## src/rtl/ts_qual_pkg.sv

```systemverilog
package ts_qual_pkg;
  localparam int TS_NUM_W = 8;
  localparam int TS_SYM_W = 32;

  typedef logic [TS_NUM_W-1:0] ts_num_t;
  typedef logic [TS_SYM_W-1:0] ts_sym_t;

  // Reference kept for the consecutive comparison
  typedef struct packed {
    logic    vld;
    logic    spd;
    ts_sym_t sym;
  } ts_ref_t;
endpackage

```

## src/rtl/ts_num_check.sv

```systemverilog
module ts_num_check
  import ts_qual_pkg::*;
#(
  parameter int MAX_LINK = 31
) (
  input  ts_num_t rx_link_i,
  input  ts_num_t rx_lane_i,
  input  ts_num_t tx_link_i,
  input  ts_num_t tx_lane_i,
  input  logic    eq_mode_i,
  output logic    nums_ok_o
);
  localparam ts_num_t LINK_LIMIT = ts_num_t'(MAX_LINK);

  logic link_in_range;
  logic link_same;
  logic lane_same;

  always_comb begin
    link_in_range = (rx_link_i <= LINK_LIMIT);
    link_same     = (rx_link_i == tx_link_i);
    lane_same     = (rx_lane_i == tx_lane_i);
    // During equalization the numbers are not part of qualification
    nums_ok_o     = eq_mode_i | (link_in_range & link_same & lane_same);
  end
endmodule

```

## src/rtl/ts_run_tracker.sv

```systemverilog
module ts_run_tracker
  import ts_qual_pkg::*;
#(
  parameter int RUN_TARGET = 8
) (
  input  logic    clk,
  input  logic    rst_n,
  input  logic    start_i,
  input  logic    set_vld_i,
  input  logic    nums_ok_i,
  input  ts_sym_t sym_i,
  input  logic    spd_i,
  input  logic    expired_i,
  output logic    adv_next_o,
  output logic    advance_o,
  output logic    dsc_o,
  output logic    mism_o
);
  localparam int CNT_W = $clog2(RUN_TARGET + 1);
  localparam logic [CNT_W-1:0] TARGET = CNT_W'(RUN_TARGET);

  logic             armed_q, armed_d;
  logic             done_q, done_d;
  logic             dsc_q, dsc_d;
  logic             mism_q, mism_d;
  logic             adv_q, adv_d;
  logic [CNT_W-1:0] run_q, run_d;
  ts_ref_t          ref_q, ref_d;
  logic             ref_en;

  logic             take;
  logic             cont;
  logic [CNT_W-1:0] run_inc;

  always_comb begin
    armed_d = armed_q;
    done_d  = done_q;
    dsc_d   = dsc_q;
    mism_d  = mism_q;
    run_d   = run_q;
    ref_d   = ref_q;
    ref_en  = 1'b0;
    adv_d   = 1'b0;
    take    = armed_q & ~done_q & ~expired_i & set_vld_i;
    cont    = ref_q.vld & (ref_q.sym == sym_i) & (ref_q.spd == spd_i);
    run_inc = cont ? (run_q + CNT_W'(1)) : CNT_W'(1);

    if (start_i) begin
      armed_d = 1'b1;
      done_d  = 1'b0;
      dsc_d   = 1'b0;
      mism_d  = 1'b0;
      run_d   = '0;
      ref_d   = '0;
      ref_en  = 1'b1;
    end else if (take) begin
      ref_en = 1'b1;
      if (!nums_ok_i) begin
        mism_d = 1'b1;
        run_d  = '0;
        ref_d  = '0;
      end else begin
        ref_d.vld = 1'b1;
        ref_d.spd = spd_i;
        ref_d.sym = sym_i;
        if (run_inc == TARGET) begin
          run_d     = '0;
          if (spd_i && !dsc_q) begin
            // Speed change directed: demand a fresh full run
            dsc_d     = 1'b1;
            ref_d.vld = 1'b0;
          end else begin
            adv_d  = 1'b1;
            done_d = 1'b1;
          end
        end else begin
          run_d = run_inc;
        end
      end
    end
  end

  always_ff @(posedge clk or negedge rst_n) begin
    if (!rst_n) begin
      armed_q <= 1'b0;
      done_q  <= 1'b0;
      dsc_q   <= 1'b0;
      mism_q  <= 1'b0;
      adv_q   <= 1'b0;
      run_q   <= '0;
    end else begin
      armed_q <= armed_d;
      done_q  <= done_d;
      dsc_q   <= dsc_d;
      mism_q  <= mism_d;
      adv_q   <= adv_d;
      run_q   <= run_d;
    end
  end

  always_ff @(posedge clk or negedge rst_n) begin
    if (!rst_n) begin
      ref_q <= '0;
    end else if (ref_en) begin
      ref_q <= ref_d;
    end
  end

  assign adv_next_o = adv_d;
  assign advance_o  = adv_q;
  assign dsc_o      = dsc_q;
  assign mism_o     = mism_q;

  AST_RUN_BELOW_TARGET: assert property (@(posedge clk) disable iff (!rst_n)
    run_q < TARGET);
  AST_MISMATCH_EMPTIES_RUN: assert property (@(posedge clk) disable iff (!rst_n)
    (!start_i && armed_q && !done_q && !expired_i && set_vld_i && !nums_ok_i)
      |=> (run_q == '0 && mism_q));
  AST_ADV_ONE_CYCLE: assert property (@(posedge clk) disable iff (!rst_n)
    advance_o |=> !advance_o);
  AST_ADV_AFTER_SET: assert property (@(posedge clk) disable iff (!rst_n)
    advance_o |-> $past(set_vld_i && nums_ok_i));
  AST_DSC_HOLDS: assert property (@(posedge clk) disable iff (!rst_n)
    (dsc_q && !start_i) |=> dsc_q);
endmodule

```

## src/rtl/ts_expiry_timer.sv

```systemverilog
module ts_expiry_timer #(
  parameter int TIMEOUT_CYCLES = 6000000
) (
  input  logic clk,
  input  logic rst_n,
  input  logic start_i,
  input  logic stop_i,
  output logic expired_o
);
  localparam int TW = (TIMEOUT_CYCLES > 2) ? $clog2(TIMEOUT_CYCLES) : 1;
  localparam logic [TW-1:0] LAST = TW'(TIMEOUT_CYCLES - 1);

  logic          run_q, run_d;
  logic          exp_q, exp_d;
  logic [TW-1:0] cnt_q, cnt_d;
  logic          cnt_en;

  always_comb begin
    run_d  = run_q;
    exp_d  = exp_q;
    cnt_d  = cnt_q;
    cnt_en = 1'b0;
    if (start_i) begin
      run_d  = 1'b1;
      exp_d  = 1'b0;
      cnt_d  = '0;
      cnt_en = 1'b1;
    end else if (run_q) begin
      if (stop_i) begin
        run_d = 1'b0;
      end else if (cnt_q == LAST) begin
        run_d = 1'b0;
        exp_d = 1'b1;
      end else begin
        cnt_d  = cnt_q + TW'(1);
        cnt_en = 1'b1;
      end
    end
  end

  always_ff @(posedge clk or negedge rst_n) begin
    if (!rst_n) begin
      run_q <= 1'b0;
      exp_q <= 1'b0;
    end else begin
      run_q <= run_d;
      exp_q <= exp_d;
    end
  end

  always_ff @(posedge clk or negedge rst_n) begin
    if (!rst_n) begin
      cnt_q <= '0;
    end else if (cnt_en) begin
      cnt_q <= cnt_d;
    end
  end

  assign expired_o = exp_q;

  AST_TIMEOUT_STICKY: assert property (@(posedge clk) disable iff (!rst_n)
    (expired_o && !start_i) |=> expired_o);
  AST_TIMEOUT_NEEDS_RUN: assert property (@(posedge clk) disable iff (!rst_n)
    $rose(expired_o) |-> $past(run_q && !stop_i));
endmodule

```

## src/rtl/ts_consec_qualifier.sv

```systemverilog
module ts_consec_qualifier
  import ts_qual_pkg::*;
#(
  parameter int RUN_TARGET     = 8,
  parameter int MAX_LINK       = 31,
  parameter int TIMEOUT_CYCLES = 6000000
) (
  input  logic        clk,
  input  logic        rst_n,
  input  logic        start_i,
  input  logic        eq_mode_i,
  input  logic        ts_valid_i,
  input  logic        ts_is_ts2_i,
  input  logic [7:0]  rx_link_i,
  input  logic [7:0]  rx_lane_i,
  input  logic [31:0] rx_sym69_i,
  input  logic        rx_speed_chg_i,
  input  logic [7:0]  tx_link_i,
  input  logic [7:0]  tx_lane_i,
  output logic        advance_o,
  output logic        dir_speed_chg_o,
  output logic        mismatch_o,
  output logic        timeout_o
);
  logic nums_ok;
  logic adv_next;
  logic expired;

  ts_num_check #(.MAX_LINK(MAX_LINK)) u_num (
    .rx_link_i (rx_link_i),
    .rx_lane_i (rx_lane_i),
    .tx_link_i (tx_link_i),
    .tx_lane_i (tx_lane_i),
    .eq_mode_i (eq_mode_i),
    .nums_ok_o (nums_ok)
  );

  ts_run_tracker #(.RUN_TARGET(RUN_TARGET)) u_run (
    .clk        (clk),
    .rst_n      (rst_n),
    .start_i    (start_i),
    .set_vld_i  (ts_valid_i),
    .nums_ok_i  (nums_ok),
    .sym_i      (rx_sym69_i),
    .spd_i      (rx_speed_chg_i),
    .expired_i  (expired),
    .adv_next_o (adv_next),
    .advance_o  (advance_o),
    .dsc_o      (dir_speed_chg_o),
    .mism_o     (mismatch_o)
  );

  ts_expiry_timer #(.TIMEOUT_CYCLES(TIMEOUT_CYCLES)) u_tmr (
    .clk       (clk),
    .rst_n     (rst_n),
    .start_i   (start_i),
    .stop_i    (adv_next),
    .expired_o (expired)
  );

  assign timeout_o = expired;

  AST_ADV_EXCLUDES_TIMEOUT: assert property (@(posedge clk) disable iff (!rst_n)
    advance_o |-> !timeout_o);
  AST_TYPE_KNOWN: assert property (@(posedge clk) disable iff (!rst_n)
    ts_valid_i |-> !$isunknown(ts_is_ts2_i));
  AST_START_CLEARS: assert property (@(posedge clk) disable iff (!rst_n)
    start_i |=> (!advance_o && !mismatch_o && !dir_speed_chg_o && !timeout_o));
endmodule

```

## config.mk

```make
export PLATFORM = sky130hd
export DESIGN_NAME = ts_consec_qualifier
export DESIGN_NICKNAME = d
export VERILOG_FILES = /design/src/rtl/ts_qual_pkg.sv /design/src/rtl/ts_num_check.sv /design/src/rtl/ts_run_tracker.sv /design/src/rtl/ts_expiry_timer.sv /design/src/rtl/ts_consec_qualifier.sv
export SDC_FILE = /design/constraint.sdc
export NUM_CORES = 1
export LEC_CHECK = 0
export BUFFER_PORTS_ARGS = -buffer_cell sky130_fd_sc_hd__buf_2
export CAP_MARGIN = 20
export CORE_UTILIZATION = 48
export CTS_CLUSTER_DIAMETER = 50
export CTS_CLUSTER_SIZE = 10
export DETAILED_ROUTE_END_ITERATION = 6
export PLACE_DENSITY_LB_ADDON = 0.3
export SYNTH_ARGS = -nofsm -noshare
export SYNTH_HDL_FRONTEND = slang
export SYNTH_HIERARCHICAL = 1
export SYNTH_SLANG_ARGS = --single-unit
```

## constraint.sdc

```tcl
create_clock -name clk -period 2.8 [get_ports clk]
set_clock_uncertainty 0.1 [all_clocks]
set_input_delay 0.14 -clock clk [delete_from_list [all_inputs] [get_ports clk]]
set_output_delay 0.14 -clock clk [all_outputs]
set_load 0.02 [all_outputs]
```

==> summary.txt <==
Clock tree
  • Clock latency at the later pin of the worst-skew pair: roughly 0.34 ns
  • Cell at the root of the clock tree: clkbuf_8
  • Clock tree from TritonCTS: yes
  • TritonCTS buffer count: 9
  • Number of clock sinks: between 60 and 70
  • Register clock-pin slew on the reported worst setup and hold paths: roughly 0.07 ns
  • H-Tree Level Count: 3
  • Number of setup buffers added after CTS: 0
  • Largest buffer count on any clock path: 2

Place
  • HPWL reported at the end of detailed placement: ~5600 µm
  • Count of buffers inserted at the top-level ports: between 70 and 80
  • Standard cell area after detailed placement: around 4200 µm²
  • Gp weighted congestion: 0.756

Drt
  • Detailed router's first-iteration violation count: approximately 190
  • Routed wire length per instance: approximately 15 µm
  • DR pass1 iterations: 4
  • ANT nets after route: 0
  • Total wirelength of the detailed-routed design: approximately 8500 µm
  • Post-DR vias/cell: about 5.5
  • Overall via count from detail_route: between 3,000 and 4,000
  • Remaining design rule violation count: 0

Logic synthesis
  • Mean instance size in the synthesized netlist: 10.6 µm²
  • Cell with the most instances after synthesis: dfrtp_1
  • Synthesized area: around 3700 µm²
  • Post-synthesis register bit count: roughly 70
  • Warnings, synthesis: 6
  • Syn Inst Count: roughly 350
  • Most area-consuming cells after synthesis: dfrtp_1, xnor2_1, a22o_1, xor2_1, nand4_1
  • Number of different library cells in the post-synthesis netlist: 50
  • Post-synthesis async set-or-reset flop share: between 90% and 100%
  • EDFF count, synth: 0
  • Library cell occupying the most area in the post-synthesis netlist: dfrtp_1
  • Most instantiated flip-flop cell in the synthesis netlist: dfrtp_1
  • Sequential fraction of the synthesis area: 46.3%
  • Total nets after synthesis: about 420
  • Top cell type's share of synthesized area: between 40% and 50%
  • Most frequent cells after synthesis: dfrtp_1, xnor2_1, a22o_1, xor2_1, nand4_1

Run
  • Max cap viols: 0

Critical path
  • Reg-to-reg critical path startpoint: u_run/run_q[1]$_DFFE_PN0P_
  • Worst Path Max Fanout: 13
  • CP startpoint kind: input pin
  • Last element of the critical path: u_tmr/cnt_q[0]$_DFFE_PN0P_
  • Worst Path Arrival: 2.77 ns
  • Worst reg2reg path endpoint: u_tmr/cnt_q[7]$_DFFE_PN0P_
  • Req. time, crit path: slightly below 3 ns
  • CP Launch Point: rx_sym69_i[27]
  • Worst setup path category: input pin to register
  • Category of the worst setup path capture point: register
  • Flop2flop setup slack: around 0.16 ns
  • Worst Reg-to-Reg Cells: 10

Timing
  • Clock period minus worst slack: ~2.7 ns
  • Worst Hold Margin: roughly 0.076 ns
  • Count of endpoints failing hold in the final timing report: 0
  • Number of setup violations in the final report: 0
  • Max Transition Viols Final: 0
  • Max Fclk: 377 MHz
  • TNS Setup: 0 ns
  • Actual slew at the worst max-slew pin: approximately 0.80 ns
  • Period utilisation layout: between 90% and 100%
  • Unrepaired setup endpoints after global routing: false
  • Worst max-slew margin expressed relative to the limit: about 47%

Floorplan
  • Number of ports placed on the die boundary: 75
  • Area of the die: 8020 µm²
  • Die Span X: a little under 90 µm
  • CORE AREA: 7330 µm²
  • Num rows: 31
  • Initial cell density of the core: 50.2%
  • Die outline height: slightly below 90 µm

Cells and area
  • Share of layout cells above drive strength 1: between 20 and 30%
  • Number of fillers in the final layout: between 500 and 600
  • Number of nets in the final layout: 537
  • P&R area growth vs syn: 29.6%
  • Antenna diode instance count: 0
  • Design area: about 4800 µm²

Pwr
  • Power Total: approximately 0.0021 W
  • Power density normalized to cell area: approximately 440 nW/µm²
  • Combinational Power Share: a little over an eighth
  • Part of the total power dissipated in the clock network: 37.5%
  • Sw Pwr: 0.000508 W
  • Cell internal power dissipation: around 0.0016 W
  • Share of power burned in registers: around 49%
  • Leakage Power: between 2 and 2.5 nW
  • VDD IR max: approximately 0.00022 V
  • Switching share of power: roughly a quarter

Min path
  • Path type of the worst min-delay path: input pin to register
  • Count of cells along the worst hold path: 5

Global route
  • Total global routing overflow: 0
  • Largest net degree at the start of global routing: 38
  • Antenna violations before repair: 0
  • Global-route usage over all layers: a little over a fifth
  • Number of global-route vias before repair: about 2,900
  • Wire length of the first global-routing pass: between 10,000 and 15,000 µm

Status
  • Status: finished clean
-- per-layer routing --
layer / GRT usage (%) / wire [µm] / vias up
met4: 7.94 / 145 / 0
met3: 5.08 / 378 / 15
met5: 0 / 0 / -
met1: 28.9 / 3930 / 1525
li1: - / - / 1506
met2: 35.5 / 4040 / 79
-- worst min path at each step --
| stage | from | endpoint | slack, ns |
|---|---|---|---|
| floorplan | rst_n | u_run/advance_o$_DFF_PN0_ | -0.26 |
| global placement | rst_n | u_run/ref_q[13]$_DFFE_PN0P_ | 0.18 |
| detailed placement | rst_n | u_run/ref_q[13]$_DFFE_PN0P_ | 0.18 |
| CTS | eq_mode_i | u_run/mism_o$_DFFE_PN0P_ | 0.07 |
| global route | eq_mode_i | u_run/mism_o$_DFFE_PN0P_ | 0.12 |
| finish | eq_mode_i | u_run/mism_o$_DFFE_PN0P_ | 0.08 |
-- worst max-delay path, stage by stage --
cell           delay, ns
dlygate4sd3_1       0.54
buf_2               0.15
xnor2_1             0.23
nand4_1             0.18
nor4_2              0.27
buf_4               0.16
nand4_1             0.11
nor3b_2             0.20
nand2b_1            0.18
o21bai_4            0.22
buf_4               0.19
xor2_1              0.14
nor2_1              0.05
-- power by group through the flow --
stage	combinational (W)	clock (W)	sequential [W]
6_report	0.000278	0.000783	0.00103
5_1_grt	0.000307	0.000841	0.00103
4_1_cts	0.000274	0.000801	0.00103
3_5_place_dp	0.000236	0	0.00104
3_3_place_gp	0.000231	0	0.00104
2_1_floorplan	0.000121	0	0.00104
-- layout by cell type, fill, tap and decap left out, types with 8 or more instances in the layout --
| master | Yosys | routed |
|---|---|---|
| a21oi_1 | 9 | 9 |
| a22o_1 | 34 | 34 |
| buf_2 | 2 | 73 |
| buf_4 | 0 | 11 |
| clkbuf_8 | 0 | 10 |
| dfrtp_1 | 68 | 68 |
| dlygate4sd3_1 | 0 | 34 |
| nand2_1 | 13 | 13 |
| nand3_1 | 8 | 8 |
| nand4_1 | 22 | 22 |
| nor2_1 | 21 | 21 |
| nor4_1 | 11 | 10 |
| or3_1 | 8 | 8 |
| xnor2_1 | 35 | 33 |
| xor2_1 | 23 | 23 |
-- cells by family (layout without fill, tap and decap cells) --
group                    after synthesis  in the layout  share of synthesized area, %
XOR/XNOR                              58             58                          13.8
adder cells (fa/ha/maj)                2              2                         0.680
flip-flops                            68             68                          46.3
buffers and inverters                 22            142                          2.96
AO/OA/AOI/OAI                         65             65                          13.2
AND/OR/NAND/NOR                      128            128                          21.6
multiplexers                           5              5                          1.50
-- sequential cells by signal (all words and copies together) (netlist names) --
name and cells:
u_run/ref_q 34, u_tmr/cnt_q 23, u_run/run_q 4, u_run/advance_o 1, u_run/armed_q 1, u_run/done_q 1, u_run/dsc_o 1, u_run/mism_o 1
u_tmr/expired_o 1, u_tmr/run_q 1
-- repair_timing --
| item | in CTS | in global routing |
|---|---|---|
| resized for setup | 0 | 6 |
| hold buffers | 34 | 0 |
| endpoints found under the setup margin | 0 | 23 |
| hold endpoints to repair | 66 | 0 |
-- metrics by stage --
stage | worst slack [ns] | std cells | utilization, %
2_1_floorplan | 0.00762 | 348 | -
3_3_place_gp | -0.0536 | 518 | 57.4
3_5_place_dp | -0.129 | 518 | 57.4
4_1_cts | 0.0123 | 567 | 64.6
5_1_grt | 0.0114 | 567 | 65.0
6_report | 0.146 | 567 | 65.0
-- final cells by class --
class                      count  area (µm²)  share of cell area, %
multi-input combinational    258        1910                   40.1
sequential                    68        1700                   35.7
timing repair buffer         120         820                   17.2
clock buffer                  13         149                   3.12
tap                           99         124                   2.60
clock inverter                 2        35.0                  0.735
inverter                       7        26.3                  0.551
No activity file was read; power rests on OpenSTA's default activity.
